File: src/rtl/mdio_mgmt_pkg.sv
package mdio_mgmt_pkg;
  localparam int FRAME_BITS = 64;
  localparam int BIT_W      = $clog2(FRAME_BITS);
  localparam int DATA_W     = 16;
  localparam int ADR_W      = 5;
  localparam int RELEASE_IX = 46;   // first turnaround bit
  localparam int ACK_IX     = 47;   // second turnaround bit
  localparam int DATA_IX    = 48;   // first data bit
  localparam int LAST_IX    = FRAME_BITS - 1;

  localparam int CTL_DIV_LSB = 0;
  localparam int CTL_FEN     = 18;
  localparam int CTL_FAULT   = 19;
  localparam int CTL_EN      = 30;
  localparam int CTL_IDLE    = 31;

  localparam int CMD_GO      = 31;
  localparam int CMD_WR      = 30;
  localparam int CMD_ACK     = 29;
  localparam int CMD_REG_LSB = 21;
  localparam int CMD_PHY_LSB = 16;

  typedef struct packed {
    logic              wr;
    logic [ADR_W-1:0]  regad;
    logic [ADR_W-1:0]  phy;
    logic [DATA_W-1:0] data;
  } mdio_cmd_t;
endpackage

File: src/rtl/mdio_rst_sync.sv
module mdio_rst_sync #(
  parameter int STAGES = 2
) (
  input  logic clk,
  input  logic rst_n,
  output logic rst_sn
);
  logic [STAGES-1:0] sync_q;

  always_ff @(posedge clk or negedge rst_n) begin
    if (!rst_n) sync_q <= '0;
    else        sync_q <= {sync_q[STAGES-2:0], 1'b1};
  end

  assign rst_sn = sync_q[STAGES-1];
endmodule

File: src/rtl/mdio_clk_gen.sv
module mdio_clk_gen #(
  parameter int DIV_W = 16
) (
  input  logic             clk,
  input  logic             rst_n,
  input  logic             run,
  input  logic [DIV_W-1:0] div,
  output logic             mdc,
  output logic             rise_stb,
  output logic             fall_stb
);
  logic [DIV_W-1:0] cnt_q, cnt_d;
  logic             mdc_q, mdc_d;
  logic             wrap;

  assign wrap     = run && (cnt_q >= div);
  assign rise_stb = wrap && !mdc_q;
  assign fall_stb = wrap &&  mdc_q;
  assign mdc      = mdc_q;

  always_comb begin
    cnt_d = cnt_q;
    mdc_d = mdc_q;
    if (!run) begin
      cnt_d = '0;
      mdc_d = 1'b0;
    end else if (wrap) begin
      cnt_d = '0;
      mdc_d = !mdc_q;
    end else begin
      cnt_d = cnt_q + 1'b1;
    end
  end

  always_ff @(posedge clk or negedge rst_n) begin
    if (!rst_n) begin
      cnt_q <= '0;
      mdc_q <= 1'b0;
    end else begin
      cnt_q <= cnt_d;
      mdc_q <= mdc_d;
    end
  end
endmodule

File: src/rtl/mdio_frame_engine.sv
module mdio_frame_engine
  import mdio_mgmt_pkg::*;
(
  input  logic              clk,
  input  logic              rst_n,
  input  logic              start,
  input  logic              abort,
  input  mdio_cmd_t         cmd,
  input  logic              rise_stb,
  input  logic              fall_stb,
  input  logic              mdio_i,
  output logic              busy,
  output logic              done,
  output logic              is_wr,
  output logic              mdio_o,
  output logic              mdio_oe,
  output logic              mismatch,
  output logic [DATA_W-1:0] rd_data,
  output logic              ack
);
  logic                  busy_q, busy_d;
  logic [BIT_W-1:0]      bit_q, bit_d;
  logic [FRAME_BITS-1:0] sr_q, sr_d;
  logic [DATA_W-1:0]     rx_q, rx_d;
  logic                  ack_q, ack_d;
  logic                  wr_q, wr_d;
  logic [FRAME_BITS-1:0] frame;
  logic                  ce;

  assign frame = {{32{1'b1}}, 2'b01,
                  cmd.wr ? 2'b01 : 2'b10,
                  cmd.phy, cmd.regad,
                  cmd.wr ? 2'b10 : 2'b11,
                  cmd.wr ? cmd.data : {DATA_W{1'b1}}};

  assign ce = start | abort | (busy_q & (rise_stb | fall_stb));

  always_comb begin
    busy_d = busy_q;
    bit_d  = bit_q;
    sr_d   = sr_q;
    rx_d   = rx_q;
    ack_d  = ack_q;
    wr_d   = wr_q;
    if (abort) begin
      busy_d = 1'b0;
    end else if (start) begin
      busy_d = 1'b1;
      bit_d  = '0;
      sr_d   = frame;
      rx_d   = '0;
      ack_d  = 1'b0;
      wr_d   = cmd.wr;
    end else if (busy_q) begin
      if (rise_stb) begin
        if (!wr_q && bit_q == BIT_W'(ACK_IX)) ack_d = !mdio_i;
        if (bit_q >= BIT_W'(DATA_IX))         rx_d  = {rx_q[DATA_W-2:0], mdio_i};
      end
      if (fall_stb) begin
        if (bit_q == BIT_W'(LAST_IX)) begin
          busy_d = 1'b0;
        end else begin
          bit_d = bit_q + 1'b1;
          sr_d  = {sr_q[FRAME_BITS-2:0], 1'b1};
        end
      end
    end
  end

  always_ff @(posedge clk or negedge rst_n) begin
    if (!rst_n) begin
      busy_q <= 1'b0;
      bit_q  <= '0;
      sr_q   <= '1;
      rx_q   <= '0;
      ack_q  <= 1'b0;
      wr_q   <= 1'b0;
    end else if (ce) begin
      busy_q <= busy_d;
      bit_q  <= bit_d;
      sr_q   <= sr_d;
      rx_q   <= rx_d;
      ack_q  <= ack_d;
      wr_q   <= wr_d;
    end
  end

  assign busy     = busy_q;
  assign done     = busy_q && fall_stb && (bit_q == BIT_W'(LAST_IX)) && !abort;
  assign is_wr    = wr_q;
  assign mdio_oe  = busy_q && (wr_q || bit_q < BIT_W'(RELEASE_IX));
  assign mdio_o   = busy_q ? sr_q[FRAME_BITS-1] : 1'b1;
  assign mismatch = rise_stb && mdio_oe && (mdio_i != mdio_o);
  assign rd_data  = rx_q;
  assign ack      = ack_q;
endmodule

File: src/rtl/mdio_mgmt_master.sv
module mdio_mgmt_master
  import mdio_mgmt_pkg::*;
#(
  parameter int DIV_W     = 16,
  parameter int DIV_RESET = 'hFF,
  parameter int ADDR_W    = 2,
  parameter int CTL_ADDR  = 0,
  parameter int CMD_ADDR  = 1
) (
  input  logic              clk,
  input  logic              rst_n,
  input  logic              reg_wr,
  input  logic [ADDR_W-1:0] reg_addr,
  input  logic [31:0]       reg_wdata,
  output logic [31:0]       reg_rdata,
  output logic              mdc,
  output logic              mdio_o,
  output logic              mdio_oe,
  input  logic              mdio_i
);
  localparam int CTL_PAD = CTL_FEN - DIV_W;

  logic             rst_sn;
  logic             ctl_en_q, ctl_en_d;
  logic             ctl_fen_q, ctl_fen_d;
  logic             ctl_fault_q, ctl_fault_d;
  logic [DIV_W-1:0] ctl_div_q, ctl_div_d;
  mdio_cmd_t        acc_q, acc_d;
  logic             acc_ack_q, acc_ack_d;

  logic             ctl_wsel, acc_wsel, fault_clr;
  logic             start, abort, run;
  logic             busy, done, eng_wr, mismatch, eng_ack;
  logic             rise_stb, fall_stb;
  logic [DATA_W-1:0] eng_rd;
  logic [ADR_W*2:0] acc_hdr;
  mdio_cmd_t        new_cmd;

  mdio_rst_sync #(.STAGES(2)) u_rst (.clk(clk), .rst_n(rst_n), .rst_sn(rst_sn));

  assign ctl_wsel  = reg_wr && (reg_addr == ADDR_W'(CTL_ADDR));
  assign acc_wsel  = reg_wr && (reg_addr == ADDR_W'(CMD_ADDR));
  assign fault_clr = ctl_wsel && reg_wdata[CTL_FAULT];
  assign new_cmd   = '{wr:    reg_wdata[CMD_WR],
                       regad: reg_wdata[CMD_REG_LSB +: ADR_W],
                       phy:   reg_wdata[CMD_PHY_LSB +: ADR_W],
                       data:  reg_wdata[DATA_W-1:0]};
  assign start     = acc_wsel && !busy && ctl_en_q && reg_wdata[CMD_GO];
  assign abort     = busy && ctl_wsel && !reg_wdata[CTL_EN];
  assign run       = busy && !abort;
  assign acc_hdr   = {acc_q.wr, acc_q.regad, acc_q.phy};

  mdio_clk_gen #(.DIV_W(DIV_W)) u_clk (
    .clk(clk), .rst_n(rst_sn), .run(run), .div(ctl_div_q),
    .mdc(mdc), .rise_stb(rise_stb), .fall_stb(fall_stb)
  );

  mdio_frame_engine u_eng (
    .clk(clk), .rst_n(rst_sn), .start(start), .abort(abort), .cmd(new_cmd),
    .rise_stb(rise_stb), .fall_stb(fall_stb), .mdio_i(mdio_i),
    .busy(busy), .done(done), .is_wr(eng_wr), .mdio_o(mdio_o),
    .mdio_oe(mdio_oe), .mismatch(mismatch), .rd_data(eng_rd), .ack(eng_ack)
  );

  always_comb begin
    ctl_en_d    = ctl_en_q;
    ctl_fen_d   = ctl_fen_q;
    ctl_div_d   = ctl_div_q;
    ctl_fault_d = ctl_fault_q;
    acc_d       = acc_q;
    acc_ack_d   = acc_ack_q;
    if (ctl_wsel) begin
      ctl_en_d  = reg_wdata[CTL_EN];
      ctl_fen_d = reg_wdata[CTL_FEN];
      ctl_div_d = reg_wdata[CTL_DIV_LSB +: DIV_W];
    end
    if (fault_clr)            ctl_fault_d = 1'b0;
    if (ctl_fen_q && mismatch) ctl_fault_d = 1'b1;
    if (acc_wsel && !busy) begin
      acc_d     = new_cmd;
      acc_ack_d = 1'b0;
    end else if (done && !eng_wr) begin
      acc_d.data = eng_rd;
      acc_ack_d  = eng_ack;
    end
  end

  always_ff @(posedge clk or negedge rst_sn) begin
    if (!rst_sn) begin
      ctl_en_q    <= 1'b0;
      ctl_fen_q   <= 1'b0;
      ctl_fault_q <= 1'b0;
      ctl_div_q   <= DIV_W'(DIV_RESET);
      acc_q       <= '0;
      acc_ack_q   <= 1'b0;
    end else begin
      ctl_en_q    <= ctl_en_d;
      ctl_fen_q   <= ctl_fen_d;
      ctl_fault_q <= ctl_fault_d;
      ctl_div_q   <= ctl_div_d;
      acc_q       <= acc_d;
      acc_ack_q   <= acc_ack_d;
    end
  end

  always_comb begin
    reg_rdata = '0;
    if (reg_addr == ADDR_W'(CTL_ADDR)) begin
      reg_rdata[CTL_IDLE]             = !busy;
      reg_rdata[CTL_EN]               = ctl_en_q;
      reg_rdata[CTL_FAULT]            = ctl_fault_q;
      reg_rdata[CTL_FEN]              = ctl_fen_q;
      reg_rdata[CTL_DIV_LSB +: DIV_W] = ctl_div_q;
    end else if (reg_addr == ADDR_W'(CMD_ADDR)) begin
      reg_rdata[CMD_GO]                   = busy;
      reg_rdata[CMD_WR]                   = acc_q.wr;
      reg_rdata[CMD_ACK]                  = acc_ack_q;
      reg_rdata[CMD_REG_LSB +: ADR_W]     = acc_q.regad;
      reg_rdata[CMD_PHY_LSB +: ADR_W]     = acc_q.phy;
      reg_rdata[DATA_W-1:0]               = acc_q.data;
    end
  end

  logic unused_pad;
  assign unused_pad = (CTL_PAD < 0);
endmodule

File: config.mk
export PLATFORM = sky130hd
export DESIGN_NAME = mdio_mgmt_master
export DESIGN_NICKNAME = d
export VERILOG_FILES = /design/src/rtl/mdio_mgmt_pkg.sv /design/src/rtl/mdio_rst_sync.sv /design/src/rtl/mdio_clk_gen.sv /design/src/rtl/mdio_frame_engine.sv /design/src/rtl/mdio_mgmt_master.sv
export SDC_FILE = /design/constraint.sdc
export NUM_CORES = 1
export LEC_CHECK = 0
export BUFFER_PORTS_ARGS = -buffer_cell sky130_fd_sc_hd__buf_2
export CAP_MARGIN = 10
export CORE_ASPECT_RATIO = 0.8
export CORE_UTILIZATION = 60
export DETAILED_ROUTE_END_ITERATION = 10
export GPL_ROUTABILITY_DRIVEN = 0
export PLACE_DENSITY = 0.91
export SLEW_MARGIN = 5
export SYNTH_ARGS = -nofsm -noshare
export SYNTH_HDL_FRONTEND = slang
export SYNTH_SLANG_ARGS = --single-unit
File: constraint.sdc
create_clock -name clk -period 11 [get_ports clk]
set_input_delay 1.65 -clock clk [delete_from_list [all_inputs] [get_ports clk]]
set_output_delay 1.65 -clock clk [all_outputs]
set_load 0.01 [all_outputs]
---- Yosys cells after proc, flatten, opt, wreduce, memory -nomap -nowiden ----
Index checks and enable logic that the tools add are counted.
operators by class
  reductions and logical operators ........ 40
  equal/unequal tests ..................... 6
  add/subtract/negate cells ............... 2
  bitwise gates (word level) .............. 5
  $lt $le $gt $ge ......................... 3
  mux-type cells .......................... 43
operators by type and width
  cell                                                 number
  two-way mux 64 bit                                   4
  two-way mux 16 bit                                   10
  two-way mux 6 bit                                    5
  two-way mux 26 bit                                   1
  logical AND 1 bit                                    21
  two-way mux 1 bit                                    18
  adder 16 x 1 -> 16 bit, second input constant        1
  >= comparator 16 bit                                 1
  AND reduction 5 bit                                  3
  nonzero test 2 bit                                   7
  equality test 6 bit, second input constant           2
  two-way mux 2 bit                                    4
  adder 6 x 1 -> 6 bit, second input constant          1
  >= comparator 6 bit, second input constant           1
  zero test 1 bit                                      6
  < comparator 6 bit, second input constant            1
  two-way mux 3 bit                                    1
  OR 1 bit                                             3
  AND reduction 3 bit                                  1
  equality test 2 x 1 -> 1 bit, second input constant  1
  zero test 2 bit                                      1
  != test 2 x 1 -> 1 bit, second input constant        1
  != test 2 bit, second input constant                 1
  bitwise AND 1 bit                                    1
  other kinds (3)                                      3
word-level totals
  register bits after elaboration ......... 155
  word-level logic and storage cells ...... 117
  output and inout port bits .............. 35

---- Longest topological paths before layout ----
  depth after elaboration ................. 14
  gate-level depth with buffers ........... 10

---- By module ----
From an unflattened synthesis, not the netlist that was laid out.
unflattened totals
  cells, all modules ...................... 751
  area total of the unflattened synthesis .. 7467.2 um2
by module, submodules not included
  module             instances  area each (um2)  sequential area each (um2)  cells each
  mdio_frame_engine  1          3868.7           2307.2                      413
  mdio_mgmt_master   1          2357.3           1186.1                      203
  mdio_clk_gen       1          1187.4           425.4                       132
  mdio_rst_sync      1          53.8             50.0                        3

---- Worst setup path before layout ----
Ideal clock, no wire load.
  kind .................................... input port to output port
  start point ............................. input port reg_addr[0]
  end point ............................... output port reg_rdata[10]
  path slack .............................. 6.785 ns
  arrival ................................. 2.565 ns
  buffers on the path ..................... 2
  stages .................................. 4
  cell sequence ........................... clkbuf_1 buf_1 mux2i_1 nor2_1
on the way
  longest elaborated chain between the ends .. 3
  elaborated cells on any way between the ends .. 4
  classes of those cells .................. eq/ne: 1; mux: 2; reduce/logical: 1
RTL lines
  element                       line                     text
  start: declaration            mdio_mgmt_master.sv:13   input logic [ADDR_W-1:0] reg_addr,
  equality test 2 x 1 -> 1 bit  mdio_mgmt_master.sv:114  end else if (reg_addr == ADDR_W'(CMD_ADDR)) begin
  two-way mux 26 bit            mdio_mgmt_master.sv:114
  two-way mux 16 bit *          mdio_mgmt_master.sv:108  if (reg_addr == ADDR_W'(CTL_ADDR)) begin
  end: declaration              mdio_mgmt_master.sv:15   output logic [31:0] reg_rdata,
Every way passes the cells marked *; elsewhere a longest branch is shown, timed or not.

---- Worst setup path in the final report ----
  start point ............................. input port reg_addr[0]
  end point ............................... output port reg_rdata[22]
on the way
  longest elaborated chain between the ends .. 3
  elaborated cells on any way between the ends .. 4
  classes of those cells .................. eq/ne: 1; mux: 2; reduce/logical: 1
RTL lines
  element                       line
  equality test 2 x 1 -> 1 bit  mdio_mgmt_master.sv:114
  two-way mux 26 bit            mdio_mgmt_master.sv:114
  two-way mux 6 bit *           mdio_mgmt_master.sv:108
Marked as above.

==> reports/results.ini <==
[run_status]
status = completed

[clock_tree]
cts_resized = 0
cts_max_level = 4
clkSinkCount = 155
cts.clk_slew.worst_paths_ns = 0.05
clock_path_buffers = 2
postCtsHoldBufs = 0
clk_latency_ns = 0.43
cts_setup_buffers = 0
tritoncts = done
clock_tree.root_cell = clkbuf_16
cts_buffers = 17

[detailed_routing]
via_count = 6081
viasPerCell = 6.124
dr.pass1.iters = 5
drcViolationCount = 0
avgRoutedWirePerCell_um = 17.56
drtIter0Drc = 607
antenna_left = 0
wl_um = 17440

[timing]
max_freq_mhz = 200.9
timing.final.crit_share = 0.4524
fin_skew_ns = 0.01033
layout_setup_ws_ns = 6.023
timing.final.max_slew_violations = 0
min_period_ns = 4.977
finalHoldViolCount = 0
setup_viol = 0
worstMarginPinSlew_ns = 1.285
setup_tns_ns = 0
timing.slew.headroom = 0.1433
rsz0062_at_grt = no

[floorplanning]
initial_core_util = 0.6140
coreArea_mm2 = 0.01216
die_area_mm2 = 0.01290
ios = 73
row_count = 36
dieWidth_um = 126.7
die_height_um = 101.8

[cells_and_area]
diodes = 0
finalNonFillerCells = 993
layout.nets = 884
syn_to_final_growth_pct = 12.72
drive_above_1_share = 0.2235

[global_routing]
grt_util_all_layers = 0.2883
grt_pass1_vias = 5747
grt_pass1_wl_um = 28520
grt_max_degree = 78
antenna_found_initial = 0
overflow = 0

[setup_path]
crit_fanout = 23
cpMostUsedCell = buf_2
path_delay_family = simple AND/OR/NAND/NOR gates
worstPathRequired_ns = 9.35
rr_worst_depth = 9
end_kind = output port
r2r-end = u_eng.bit_q[3]
cp_slowest_stage_delay_ns = 0.75
cp.arrival_ns = 3.33
path_cells = buf_2 -> nor2b_1 -> and2_1 -> buf_2
critPathBufInv = 2
r2r_start = ctl_div_q[11]
cp_slowest_cell = nor2b_1
r2r_slack_ns = 7.62
critPathKind = input port to output port
critPathLaunchType = input port

[logic_synthesis]
synth_cells = 790
synthTopCellsByArea = dfrtp_1 (28%), dfstp_2 (25%), nand2_1 (7.6%), mux2i_1 (5.1%), a21oi_1 (4.7%)
synth.most_common_cell = nand2_1
synth-seq-area-share = 0.5315
syn_area_mm2 = 0.007467
synth_edf_count = 0
ys_ff_latch = 155
avgSynthCellArea_um2 = 9.452
synth_top_area_frac = 0.2782
yosysTopAreaCell = dfrtp_1
yosys_warnings = 0
synthTopCellsByCount = nand2_1 (152), dfrtp_1 (83), dfstp_2 (72)
synthArstFlopShare = 1.000
synth_ff_type = dfrtp_1
yosys.cell_types.count = 49

[pwr]
swShare = 0.2772
p_leak_nw = 3.818
totalPowerFinal_mw = 1.675
clockPowerShare = 0.330
powerDensity_mw_per_mm2 = 199.0
sequentialPowerShare = 0.513
power.switching_mw = 0.4643
peakVddDrop_uv = 119.9
pwr-share-comb = 0.157
intPower_mw = 1.211

[worst_hold_path]
hold_depth = 0
hp-class = register to register
min_to = u_rst.sync_q[1]
hp-start = u_rst.sync_q[0]

[placement]
place_inst = 960
numPortBuffers = 65
dp_hpwl_um = 10770
pre_cts_ws_ns = 5.824

[flow_run]
maxCapViolCount = 0

layout by cell type, fill, tap and decap left out, drive strengths merged, types with 2 or more instances in the layout:
| master | Yosys | final |
|---|---|---|
| mux2i | 38 | 38 |
| or3 | 2 | 2 |
| clkbuf | 36 | 21 |
| buf | 20 | 73 |
| and2 | 10 | 10 |
| dfrtp | 83 | 83 |
| a211o | 2 | 2 |
| nand2b | 2 | 2 |
| or3b | 2 | 2 |
| inv | 19 | 19 |
| nand4 | 2 | 2 |
| nand3b | 3 | 3 |
| conb | 2 | 4 |
| nor2b | 3 | 3 |
| a21oi | 70 | 70 |
| and3 | 18 | 18 |
| nor3b | 16 | 16 |
| a221o | 10 | 10 |
| and4 | 3 | 3 |
| clkinv | 0 | 8 |
| clkinvlp | 0 | 2 |
| o211ai | 3 | 3 |
| mux2 | 2 | 2 |
| ha | 18 | 18 |
| nor2 | 59 | 59 |
| a311oi | 2 | 2 |
| xor2 | 11 | 11 |
| a31o | 2 | 2 |
| xnor2 | 6 | 6 |
| dfstp | 72 | 72 |
| o21ai | 72 | 72 |
| a21o | 3 | 3 |
| a31oi | 3 | 3 |
| nand2 | 152 | 152 |
| nand3 | 35 | 35 |
logic make-up (layout without fill, tap and decap cells):
| kind of cell | count (synthesis) | count (layout) | share of synthesized area |
|---|---|---|---|
| xor gates and xnor gates | 17 | 17 | 0.01994 |
| muxes | 40 | 40 | 0.05395 |
| other | 2 | 4 | 0.001006 |
| DFF | 155 | 155 | 0.5315 |
| adders and majority gates | 18 | 18 | 0.03016 |
| AOI/OAI and AO/OA | 172 | 172 | 0.1317 |
| buffers and inverters | 75 | 124 | 0.04239 |
| and+or+nand+nor | 311 | 311 | 0.1893 |
how the worst max path moves through the flow:
stage                    start              to  cells past startpoint
4_1_cts            reg_addr[0]   reg_rdata[22]                      4
2_1_floorplan  u_rst.sync_q[1]       acc_ack_q                      0
3_3_place_gp       reg_addr[0]  u_eng.sr_q[15]                      7
6_report           reg_addr[0]   reg_rdata[22]                      4
5_1_grt            reg_addr[0]  u_eng.sr_q[10]                      7
3_5_place_dp       reg_addr[0]   u_eng.sr_q[0]                      7
area by class of cell:
class                      instances  area [um2]
sequential                       155        3973
fill                             838        3745
multi-input combinational        562        3228
clock buffer                      21       460.4
timing repair buffer              73       397.9
tap                              152       190.2
clock inverter                    11       96.34
inverter                          19       71.32
power by group through the flow:
stage / sequential (mW) / combinational [mW] / clock, mW
2_1_floorplan: 0.836 / 0.193 / 0
3_3_place_gp: 0.855 / 0.244 / 0
3_5_place_dp: 0.860 / 0.257 / 0
4_1_cts: 0.856 / 0.263 / 0.556
5_1_grt: 0.876 / 0.298 / 0.582
6_report: 0.859 / 0.263 / 0.553
through the flow:
step	area (um2)	util	hold slack, ns
floorplan	7475	-	0.3312
global placement	7840	0.6447	0.3338
detailed placement	7840	0.6447	0.3389
CTS	8397	0.6904	0.3517
global route	8417	0.6921	0.3642
finish	8417	0.6921	0.3480
per-layer routing:
| metal | track usage | share of wire | vias up | wire length (um) |
|---|---|---|---|---|
| li1 | - | - | 2761 | - |
| met1 | 0.3951 | 0.43 | 2994 | 7447 |
| met2 | 0.4509 | 0.48 | 284 | 8285 |
| met3 | 0.07132 | 0.076 | 42 | 1328 |
| met4 | 0.1081 | 0.021 | 0 | 374 |
| met5 | 0 | 0 | - | 0 |
flip-flops by register name, indices dropped and copies added, names as in the netlist:
name and cells:
u_eng.sr_q 64, acc_q 16, ctl_div_q 16, u_clk.cnt_q 16, u_eng.rd_data 16, acc_hdr 11
u_eng.bit_q 6, u_rst.sync_q 2, acc_ack_q 1, ctl_en_q 1, ctl_fault_q 1, ctl_fen_q 1
u_clk.mdc 1, u_eng.ack 1, u_eng.busy 1, u_eng.is_wr 1
Power figures use the tool's default switching activity.
